<file path="src/rtl/isr_pkg.sv">
package isr_pkg;
  // status register bit positions
  localparam int INT_BIT = 7;
  localparam int TC_BIT  = 4;
  localparam int PHASE_W = 3;

  // interrupt register codes
  localparam logic [7:0] IRQ_SELECTED = 8'h01;
  localparam logic [7:0] IRQ_FUNCDONE = 8'h08;
  localparam logic [7:0] IRQ_BUSSVC   = 8'h10;
  localparam logic [7:0] IRQ_DISCONN  = 8'h20;
  localparam logic [7:0] IRQ_BUSRST   = 8'h80;

  // bus phase reported with a completion
  localparam logic [2:0] PHASE_STATUS = 3'b011;

  typedef struct packed {
    logic clrRead;    // interrupt-register read side effects
    logic report;     // report a completion
    logic fromSlot;   // report uses the held byte
    logic slotLoad;   // capture evStatus into the holding slot
    logic busReset;
    logic disconnect;
    logic xferDone;
    logic cmdDone;
    logic busSvc;
  } isrStrobe_t;
endpackage

</file>
<file path="src/rtl/isr_ctrl.sv">
module isr_ctrl
  import isr_pkg::*;
(
  input  logic       clk,
  input  logic       rstN,
  input  logic       intRdEn,
  input  logic       evCmdDone,
  input  logic       evBusSvc,
  input  logic       evDisconnect,
  input  logic       evBusReset,
  input  logic       evXferDone,
  input  logic       evComplete,
  input  logic       intSet,
  output isrStrobe_t strobe,
  output logic       deferPending
);
  logic replay;
  logic liveReport;
  logic holdNew;

  // held completion goes first once INT is clear and no read is in flight
  assign replay     = deferPending && !intSet && !intRdEn;
  assign liveReport = evComplete && !intSet && !intRdEn && !replay;
  assign holdNew    = evComplete && !liveReport;

  always_comb begin
    strobe          = '0;
    strobe.slotLoad = holdNew;
    if (intRdEn) begin
      strobe.clrRead = 1'b1;
    end else if (replay) begin
      strobe.report   = 1'b1;
      strobe.fromSlot = 1'b1;
    end else if (liveReport) begin
      strobe.report = 1'b1;
    end else if (evBusReset) begin
      strobe.busReset = 1'b1;
    end else if (evDisconnect) begin
      strobe.disconnect = 1'b1;
    end else if (evXferDone) begin
      strobe.xferDone = 1'b1;
    end else if (evCmdDone) begin
      strobe.cmdDone = 1'b1;
    end else if (evBusSvc) begin
      strobe.busSvc = 1'b1;
    end
  end

  always_ff @(posedge clk) begin
    if (!rstN) begin
      deferPending <= 1'b0;
    end else if (holdNew) begin
      deferPending <= 1'b1;
    end else if (replay) begin
      deferPending <= 1'b0;
    end
  end
endmodule

</file>
<file path="src/rtl/isr_regs.sv">
module isr_regs
  import isr_pkg::*;
#(
  parameter int         DATA_W    = 8,
  parameter int         SEQ_W     = 3,
  parameter logic [7:0] CFG_RESET = 8'h07,
  parameter int         RPT_OFF   = 6,
  parameter int         SEQ_DONE  = 4
) (
  input  logic              clk,
  input  logic              rstN,
  input  isrStrobe_t        strobe,
  input  logic [DATA_W-1:0] evStatus,
  input  logic              cfgWrEn,
  input  logic [DATA_W-1:0] cfgWrData,
  output logic [DATA_W-1:0] intReg,
  output logic [DATA_W-1:0] statReg,
  output logic [SEQ_W-1:0]  seqReg,
  output logic [DATA_W-1:0] cfgReg,
  output logic [DATA_W-1:0] lastStatus,
  output logic [DATA_W-1:0] slotByte,
  output logic              irq,
  output logic              intSet
);
  localparam logic [DATA_W-1:0] RPT_STAT =
    DATA_W'((1 << TC_BIT) | int'(PHASE_STATUS));

  logic [DATA_W-1:0] intN, statN, lastN;
  logic [SEQ_W-1:0]  seqN;
  logic              raise;

  assign intSet = statReg[INT_BIT];

  always_comb begin
    intN  = intReg;
    statN = statReg;
    seqN  = seqReg;
    lastN = lastStatus;
    raise = 1'b0;
    if (strobe.clrRead) begin
      intN           = '0;
      statN[INT_BIT] = 1'b0;
      statN[TC_BIT]  = 1'b0;
      seqN           = SEQ_W'(SEQ_DONE);
    end else if (strobe.report) begin
      statN = RPT_STAT;
      intN  = DATA_W'(IRQ_BUSSVC);
      seqN  = '0;
      lastN = strobe.fromSlot ? slotByte : evStatus;
      raise = 1'b1;
    end else if (strobe.busReset) begin
      intN  = DATA_W'(IRQ_BUSRST);
      raise = !cfgReg[RPT_OFF];
    end else if (strobe.disconnect) begin
      intN  = DATA_W'(IRQ_DISCONN);
      seqN  = '0;
      raise = 1'b1;
    end else if (strobe.xferDone) begin
      statN[TC_BIT] = 1'b1;
      intN          = DATA_W'(IRQ_BUSSVC);
      seqN          = '0;
      raise         = 1'b1;
    end else if (strobe.cmdDone) begin
      intN  = intReg | DATA_W'(IRQ_FUNCDONE);
      raise = 1'b1;
    end else if (strobe.busSvc) begin
      intN  = intReg | DATA_W'(IRQ_BUSSVC);
      raise = 1'b1;
    end
    if (raise) begin
      statN[INT_BIT] = 1'b1;
    end
  end

  always_ff @(posedge clk) begin
    if (!rstN) begin
      intReg     <= '0;
      statReg    <= '0;
      seqReg     <= '0;
      lastStatus <= '0;
      slotByte   <= '0;
      irq        <= 1'b0;
    end else begin
      intReg     <= intN;
      statReg    <= statN;
      seqReg     <= seqN;
      lastStatus <= lastN;
      irq        <= statN[INT_BIT];
      if (strobe.slotLoad) begin
        slotByte <= evStatus;
      end
    end
  end

  always_ff @(posedge clk) begin
    if (!rstN) begin
      cfgReg <= DATA_W'(CFG_RESET);
    end else if (cfgWrEn) begin
      cfgReg <= cfgWrData;
    end
  end
endmodule

</file>
<file path="src/rtl/int_status_ctrl.sv">
module int_status_ctrl
  import isr_pkg::*;
#(
  parameter int DATA_W = 8,
  parameter int SEQ_W  = 3
) (
  input  logic              clk,
  input  logic              rstN,
  input  logic              intRdEn,
  input  logic              evCmdDone,
  input  logic              evBusSvc,
  input  logic              evDisconnect,
  input  logic              evBusReset,
  input  logic              evXferDone,
  input  logic              evComplete,
  input  logic [DATA_W-1:0] evStatus,
  input  logic              cfgWrEn,
  input  logic [DATA_W-1:0] cfgWrData,
  output logic [DATA_W-1:0] intRdData,
  output logic [DATA_W-1:0] statusOut,
  output logic [SEQ_W-1:0]  seqOut,
  output logic [DATA_W-1:0] cfgOut,
  output logic [DATA_W-1:0] lastStatus,
  output logic              irqOut
);
  isrStrobe_t        strobe;
  logic              intSet;
  logic              deferPending;
  logic [DATA_W-1:0] slotByte;

  isr_ctrl u_ctrl (
    .clk(clk), .rstN(rstN), .intRdEn(intRdEn),
    .evCmdDone(evCmdDone), .evBusSvc(evBusSvc), .evDisconnect(evDisconnect),
    .evBusReset(evBusReset), .evXferDone(evXferDone), .evComplete(evComplete),
    .intSet(intSet), .strobe(strobe), .deferPending(deferPending)
  );

  isr_regs #(.DATA_W(DATA_W), .SEQ_W(SEQ_W)) u_regs (
    .clk(clk), .rstN(rstN), .strobe(strobe), .evStatus(evStatus),
    .cfgWrEn(cfgWrEn), .cfgWrData(cfgWrData),
    .intReg(intRdData), .statReg(statusOut), .seqReg(seqOut),
    .cfgReg(cfgOut), .lastStatus(lastStatus), .slotByte(slotByte),
    .irq(irqOut), .intSet(intSet)
  );
endmodule

</file>
<file path="config.mk">
export PLATFORM = sky130hd
export DESIGN_NAME = int_status_ctrl
export DESIGN_NICKNAME = d
export VERILOG_FILES = /design/src/rtl/isr_pkg.sv /design/src/rtl/isr_ctrl.sv /design/src/rtl/isr_regs.sv /design/src/rtl/int_status_ctrl.sv
export SDC_FILE = /design/constraint.sdc
export NUM_CORES = 1
export LEC_CHECK = 0
export BUFFER_PORTS_ARGS = -buffer_cell sky130_fd_sc_hd__buf_2
export CAP_MARGIN = 20
export CORE_MARGIN = 2
export CORE_UTILIZATION = 44
export DETAILED_ROUTE_END_ITERATION = 10
export PLACE_DENSITY = 0.75
export SETUP_SLACK_MARGIN = 0.05
export SLEW_MARGIN = 20
export SYNTH_ARGS = -nofsm -noshare
export SYNTH_HDL_FRONTEND = slang
export SYNTH_SLANG_ARGS = --single-unit
</file>
<file path="constraint.sdc">
create_clock -name clk -period 3 [get_ports clk]
set_input_delay 0.3 -clock clk [delete_from_list [all_inputs] [get_ports clk]]
set_output_delay 0.3 -clock clk [all_outputs]
set_load 0.02 [all_outputs]
</file>
Word-level counts from Yosys, hierarchy flattened
Index checks and enable logic that the tools add are counted.
{ "classes": {"n_bitwise": 3, "eq_ne": 4, "reduce_logical": 27, "mux": 45} }
{ "ops": {"columns": ["op", "count"], "rows": [
  ["$mux W8", 5],
  ["$mux W1", 25],
  ["$mux W5", 5],
  ["$mux W3", 7],
  ["$reduce_and A2 Y1", 4],
  ["$logic_and A1 B1 Y1", 6],
  ["$reduce_bool A2 Y1", 3],
  ["$reduce_bool A3 Y1", 2],
  ["$reduce_or A6 Y1", 1],
  ["$logic_not A1 Y1", 5],
  ["$ne A5 B1 Y1 const B", 1],
  ["$reduce_bool A5 Y1", 1],
  ["$mux W2", 2],
  ["$mux W4", 1],
  ["$ne A2 B1 Y1 const B", 2],
  ["$reduce_bool A4 Y1", 1],
  ["$reduce_or A4 Y1", 1],
  ["$ne A3 B1 Y1 const B", 1],
  ["$not A1 Y1", 3],
  ["$reduce_and A3 Y1", 1],
  ["$reduce_or A3 Y1", 1],
  ["$reduce_or A2 Y1", 1]
]} }
{ "word_totals": {"elab_cells": 92, "input_bits": 26, "out_inout_bits": 36, "ff_bits": 35} }

Longest topological paths before layout
{ "depth": {"word_depth": 16, "mapped_depth": 5, "mapped_depth_nobuf": 3} }

Cells and area by module
Synthesis repeated with hierarchy kept, for this count alone.
{ "unflattened": {"cells_unflattened": 154, "hier_area_um2": 1517.7} }
{ "modules_own_cells": {"columns": ["module", "n_inst", "area_each_um2", "cells_each", "seq_area_each_um2"], "rows": [
  ["isr_regs", 1, 1351.3, 135, 640.6],
  ["isr_ctrl", 1, 166.4, 19, 20.0]
]} }

Least setup slack after synthesis
No wires, ideal clock.
{ "synth_timing": {"path_type": "register to register", "start": "register u_regs.statReg[7]", "end": "register u_regs.lastStatus[0]", "path_slack_ps": 1753, "required_time_ps": 2883, "arrival_ps": 1130, "path_buffers": 1, "period_less_slack_ps": 1247, "stages_incl_launch_ff": 4, "setup_time_ps": 117, "path_cell_list": "dfxtp_1 buf_4 o31a_1 a22o_1"} }
{ "synth_via": {"elab_chain_len": 9, "word_cells_on_any_way": 13, "classes_between": "5 x mux; 8 x reduce/logical"} }
{ "synth_rtl": {"columns": ["element", "line_no", "source"], "rows": [
  ["from (decl)", "isr_regs.sv:17", "output logic [DATA_W-1:0] statReg,"],
  ["from (signal assigned)", "isr_regs.sv:85", "statReg <= statN;"],
  ["$logic_not A1 Y1 *", "isr_ctrl.sv:22, isr_ctrl.sv:23", null],
  ["$logic_and A1 B1 Y1 (2 in a row)", "isr_ctrl.sv:22", "assign replay = deferPending && !intSet && !intRdEn;"],
  ["$logic_not A1 Y1", "isr_ctrl.sv:23", "assign liveReport = evComplete && !intSet && !intRdEn && !replay;"],
  ["$logic_and A1 B1 Y1", "isr_ctrl.sv:23", null],
  ["$mux W1", "isr_ctrl.sv:34", "end else if (liveReport) begin"],
  ["$mux W1", "isr_ctrl.sv:31", "end else if (replay) begin"],
  ["$mux W2 *", "isr_ctrl.sv:29", "if (intRdEn) begin"],
  ["$reduce_and A2 Y1 (no line)", null, null],
  ["to (signal assigned)", "isr_regs.sv:87", "lastStatus <= lastN;"],
  ["to (decl)", "isr_regs.sv:20", "output logic [DATA_W-1:0] lastStatus,"]
]} }
Every way passes the cells marked *; elsewhere a longest branch is shown, timed or not.
A chain may end at the register's enable or synchronous reset.

Final worst setup path
{ "layout_timing": {"start": "register u_ctrl.deferPending", "end": "register u_regs.lastStatus[2]"} }
{ "layout_via": {"elab_chain_len": 8, "word_cells_on_any_way": 10, "classes_between": "5 x mux; 5 x reduce/logical"} }
{ "layout_rtl": {"columns": ["element", "line_no", "source"], "rows": [
  ["from (decl)", "isr_ctrl.sv:15", "output logic deferPending"],
  ["from (signal assigned)", "isr_ctrl.sv:51", "deferPending <= 1'b0;"],
  ["from (signal assigned)", "isr_ctrl.sv:53", "deferPending <= 1'b1;"],
  ["from (signal assigned)", "isr_ctrl.sv:55", "deferPending <= 1'b0;"],
  ["$logic_and A1 B1 Y1 * (2 in a row)", "isr_ctrl.sv:22", null],
  ["$logic_not A1 Y1", "isr_ctrl.sv:23", null],
  ["$logic_and A1 B1 Y1", "isr_ctrl.sv:23", null],
  ["$mux W1", "isr_ctrl.sv:34", null],
  ["$mux W1", "isr_ctrl.sv:31", null],
  ["$mux W2 *", "isr_ctrl.sv:29", null],
  ["$reduce_and A2 Y1 (no line)", null, null]
]} }
Marked as above.

==> flow_summary.html <==
<table>
<tr><th>Metric</th><th>Value</th></tr>
<tr><th colspan="2">Status</th></tr>
<tr><td>Status</td><td>completed</td></tr>
<tr><th colspan="2">CTS</th></tr>
<tr><td>Cts bufs inserted</td><td>5</td></tr>
<tr><td>Clock tree from TritonCTS</td><td>done</td></tr>
<tr><td>TritonCTS Sinks</td><td>33</td></tr>
<tr><td>H-tree level count</td><td>2</td></tr>
<tr><td>Buffer depth of the longest clock path</td><td>2</td></tr>
<tr><td>Clk_lat worst skew</td><td>0.33 ns</td></tr>
<tr><td>Clock-pin transition on the worst setup and hold timing paths</td><td>0.10 ns</td></tr>
<tr><td>Post CTS Setup Buffer Count</td><td>0</td></tr>
<tr><td>Post-cts resize count</td><td>0</td></tr>
<tr><td>Count of hold-fix buffers inserted at cts</td><td>0</td></tr>
<tr><td>Cell at the root of the clock tree</td><td>sky130_fd_sc_hd__clkbuf_4</td></tr>
<tr><th colspan="2">STA</th></tr>
<tr><td>Worst relative slew slack</td><td>56.0%</td></tr>
<tr><td>Number of max-slew violations in the final report</td><td>0</td></tr>
<tr><td>Slew of the pin with the lowest slew margin</td><td>0.659 ns</td></tr>
<tr><td>Time the worst path needs with I/O delays and setup</td><td>1.64 ns</td></tr>
<tr><td>Final-report setup violation count</td><td>0</td></tr>
<tr><td>Worst Slack Setup Final</td><td>1.36 ns</td></tr>
<tr><td>Final Hold Viols</td><td>0</td></tr>
<tr><td>Timing-limited maximum frequency</td><td>611 MHz</td></tr>
<tr><td>Maximum clock skew at final layout</td><td>0.00903 ns</td></tr>
<tr><td>Final Cycle Share</td><td>54.5%</td></tr>
<tr><td>RSZ-0062 raised after global routing</td><td>false</td></tr>
<tr><td>Final sum of negative setup slack</td><td>0 ns</td></tr>
<tr><td>Final Hold Slack</td><td>0.182 ns</td></tr>
<tr><th colspan="2">Layout</th></tr>
<tr><td>Most common library cell in the layout ignoring fill and taps</td><td>sky130_fd_sc_hd__buf_2</td></tr>
<tr><td>Layout cell share with drive strength beyond 1</td><td>29.8%</td></tr>
<tr><td>Sequential cell area</td><td>661 um2</td></tr>
<tr><td>Area overhead of the layout relative to synthesis</td><td>18.7%</td></tr>
<tr><td>Area occupied by multi-input gates</td><td>652 um2</td></tr>
<tr><td>Final standard cell count with taps included and fillers excluded</td><td>252</td></tr>
<tr><td>Most frequent cells in the layout</td><td>sky130_fd_sc_hd__buf_2 (51), sky130_fd_sc_hd__dfxtp_1 (33), sky130_fd_sc_hd__nand2_1 (31)</td></tr>
<tr><td>Diode count</td><td>0</td></tr>
<tr><td>Fillcell total</td><td>325</td></tr>
<tr><td>Number of nets at the end of the flow</td><td>233</td></tr>
<tr><th colspan="2">Global routing</th></tr>
<tr><td>Antenna violations before repair</td><td>0</td></tr>
<tr><td>Pin count of the biggest net entering global routing</td><td>32</td></tr>
<tr><td>Residual overflow from global routing</td><td>0</td></tr>
<tr><td>Via count of the first global-routing pass</td><td>1026</td></tr>
<tr><td>Global router's overall resource usage</td><td>15.3%</td></tr>
<tr><td>Wire length of the first global-routing pass</td><td>4.24 mm</td></tr>
<tr><th colspan="2">Floorplan</th></tr>
<tr><td>Width of the die</td><td>61.2 um</td></tr>
<tr><td>Count of standard-cell rows</td><td>20</td></tr>
<tr><td>Area enclosed by the die boundary</td><td>0.00375 mm2</td></tr>
<tr><td>Initial core utilization</td><td>46.8%</td></tr>
<tr><td># IOs</td><td>62</td></tr>
<tr><td>Core ar.</td><td>0.00308 mm2</td></tr>
<tr><td>Chip height</td><td>61.2 um</td></tr>
<tr><th colspan="2">Critical path</th></tr>
<tr><td>Cells traversed along the worst timing path</td><td>nor2_1 -&gt; o31a_1 -&gt; a22o_1</td></tr>
<tr><td>R2r worst-path depth</td><td>3</td></tr>
<tr><td>Peak fanout along the critical path</td><td>22</td></tr>
<tr><td>Family of cells with the greatest summed delay on the critical path</td><td>flip-flops</td></tr>
<tr><td>Origin of the critical flop-to-flop path</td><td>u_ctrl.deferPending</td></tr>
<tr><td>Stages on worst setup path</td><td>3</td></tr>
<tr><td>Worst reg2reg setup slack</td><td>1.36 ns</td></tr>
<tr><td>Worst setup SP type</td><td>flop</td></tr>
<tr><td>Buffers &amp; Inverters on Critical Path</td><td>0</td></tr>
<tr><td>Category of the worst setup path capture point</td><td>flop</td></tr>
<tr><td>Cell with the largest stage delay on the worst path</td><td>sky130_fd_sc_hd__dfxtp_1</td></tr>
<tr><td>Arrival @ worst endpoint</td><td>1.86 ns</td></tr>
<tr><td>End of the worst register-to-register path</td><td>u_regs.lastStatus[2]</td></tr>
<tr><td>Setup Crit Path Kind</td><td>reg -&gt; reg</td></tr>
<tr><td>Worst Path Required</td><td>3.22 ns</td></tr>
<tr><td>Stage delay of the slowest cell on the critical path</td><td>0.75 ns</td></tr>
<tr><th colspan="2">Run</th></tr>
<tr><td>Number of maximum-capacitance violations</td><td>0</td></tr>
<tr><th colspan="2">Detailed routing</th></tr>
<tr><td>Post-DRT Antenna Nets</td><td>0</td></tr>
<tr><td>Post-detailed-route DRC marker count</td><td>0</td></tr>
<tr><td>Routed len/inst</td><td>10.6 um</td></tr>
<tr><td>DRT Wirelength</td><td>2.68 mm</td></tr>
<tr><td>First-pass iteration count of the detailed router</td><td>4</td></tr>
<tr><td>First-iteration detailed-routing DRC count</td><td>35</td></tr>
<tr><td>Vias per cell</td><td>4.76</td></tr>
<tr><td>Via Count</td><td>1200</td></tr>
<tr><th colspan="2">Synth</th></tr>
<tr><td>Syn Inst Count</td><td>162</td></tr>
<tr><td>Seq cells post-synth</td><td>33</td></tr>
<tr><td>Post-Synthesis Mean Instance Area</td><td>8.90 um2</td></tr>
<tr><td>Combined area of all synthesized cells</td><td>0.00144 mm2</td></tr>
<tr><td>Cell variety after synth</td><td>28</td></tr>
<tr><td>Yosys warnings</td><td>0</td></tr>
<tr><td>Post-synthesis sequential area ratio</td><td>45.8%</td></tr>
<tr><th colspan="2">Worst hold path</th></tr>
<tr><td>Endpoint of the worst hold-timing path</td><td>u_regs.cfgReg[1]</td></tr>
<tr><td>Hold path startpoint</td><td>cfgWrData[1]</td></tr>
<tr><td>Classification of the worst-slack hold path</td><td>in -&gt; reg</td></tr>
<tr><td>Instance count along the most critical hold path</td><td>3</td></tr>
<tr><th colspan="2">Placed design</th></tr>
<tr><td>Post-Place Worst Slack</td><td>1.39 ns</td></tr>
<tr><td>Number of input and output port buffers inserted</td><td>51</td></tr>
<tr><td>Cell total after placement</td><td>244</td></tr>
<tr><td>Last weighted congestion value of the routability-driven placer</td><td>0.756</td></tr>
<tr><td>Hpwl dp</td><td>1.96 mm</td></tr>
<tr><th colspan="2">Power and ir drop</th></tr>
<tr><td>P_leak</td><td>0.000804 uW</td></tr>
<tr><td>IR drop worst, VDD</td><td>272 uV</td></tr>
<tr><td>PD cells</td><td>563 mW/mm2</td></tr>
<tr><td>Power after layout</td><td>964 uW</td></tr>
</table>
==> synth_stat cells <==
cell type | count | share of area [%]
sky130_fd_sc_hd__o31ai_1 | 2 | 1.0
sky130_fd_sc_hd__a21oi_1 | 6 | 2.1
sky130_fd_sc_hd__dfxtp_1 | 33 | 46
sky130_fd_sc_hd__o21a_1 | 1 | 0.52
sky130_fd_sc_hd__clkbuf_1 | 1 | 0.26
sky130_fd_sc_hd__buf_6 | 2 | 1.6
sky130_fd_sc_hd__nand3_1 | 8 | 2.8
sky130_fd_sc_hd__mux2i_1 | 8 | 5.6
sky130_fd_sc_hd__inv_1 | 1 | 0.26
sky130_fd_sc_hd__buf_2 | 4 | 1.4
sky130_fd_sc_hd__o31ai_4 | 1 | 1.5
sky130_fd_sc_hd__conb_1 | 1 | 0.26
sky130_fd_sc_hd__nor3b_2 | 1 | 0.87
sky130_fd_sc_hd__nor2b_1 | 6 | 2.6
sky130_fd_sc_hd__o2111ai_1 | 1 | 0.61
sky130_fd_sc_hd__nand2b_1 | 2 | 0.87
sky130_fd_sc_hd__nor3_1 | 4 | 1.4
sky130_fd_sc_hd__o31a_1 | 1 | 0.61
sky130_fd_sc_hd__o21bai_1 | 1 | 0.52
sky130_fd_sc_hd__nand2_1 | 31 | 8.1
sky130_fd_sc_hd__buf_4 | 15 | 7.8
sky130_fd_sc_hd__a22o_1 | 8 | 4.9
sky130_fd_sc_hd__or3_1 | 1 | 0.43
sky130_fd_sc_hd__nor2_1 | 5 | 1.3
sky130_fd_sc_hd__o21ai_2 | 2 | 1.2
sky130_fd_sc_hd__o21ai_0 | 14 | 4.9
sky130_fd_sc_hd__a21boi_0 | 1 | 0.52
sky130_fd_sc_hd__o22ai_1 | 1 | 0.43
==> registers in the layout, indices dropped and copies added, names as in the netlist <==
register / cells
u_regs.cfgReg: 8
u_regs.lastStatus: 8
u_regs.slotByte: 8
u_regs.intReg: 4
u_regs.statReg: 3
u_ctrl.deferPending: 1
u_regs.seqReg: 1
==> worst min-delay path: stages <==
cell,delay [ns]
sky130_fd_sc_hd__buf_2,0.07
sky130_fd_sc_hd__mux2i_1,0.06
sky130_fd_sc_hd__nand2_1,0.06
==> worst max-delay path by stage <==
stage                                   start                   end  slack [ns]
after global placement    u_ctrl.deferPending  u_regs.lastStatus[5]        1.44
after CTS                 u_ctrl.deferPending  u_regs.lastStatus[2]        1.38
final                     u_ctrl.deferPending  u_regs.lastStatus[2]        1.36
after global routing      u_ctrl.deferPending  u_regs.lastStatus[2]        1.20
after detailed placement  u_ctrl.deferPending  u_regs.lastStatus[0]        1.39
after floorplan             u_regs.statReg[7]  u_regs.lastStatus[0]        1.75
==> power by group <==
group | switching (uW) | internal (uW) | total (uW)
Sequential | 19.1 | 463 | 482
Combinational | 88.8 | 52.5 | 141
Clock | 142 | 199 | 341
Total | 250 | 714 | 964
==> logic make-up after synthesis <==
family,count (synthesis),share of synthesized area (%)
other,1,0.260
muxes,8,5.56
buffers and inverters,23,11.3
DFF,33,45.8
AOI/OAI and AO/OA,39,18.8
and+or+nand+nor,58,18.3
==> routing by layer <==
metal,track usage (%),routed length [um]
met5,0,0
met4,4.66,0
met3,5.88,242
met2,23.9,1210
met1,19.6,1230
==> metrics by stage <==
step           utilization (%)  cell area [um2]
2_1_floorplan                -             1480
3_3_place_gp              52.8             1630
3_5_place_dp              52.8             1630
4_1_cts                   55.6             1710
5_1_grt                   55.6             1710
6_report                  55.6             1710
==> layout make-up <==
| cell class | instances | share of cell area (%) |
|---|---|---|
| sequential | 33 | 38.6 |
| multi-input combinational | 115 | 38.1 |
| timing repair buffer | 51 | 14.9 |
| clock buffer | 7 | 3.22 |
| tap | 44 | 3.22 |
| clock inverter | 1 | 1.75 |
| inverter | 1 | 0.219 |
(Power assumes the default switching activity.)
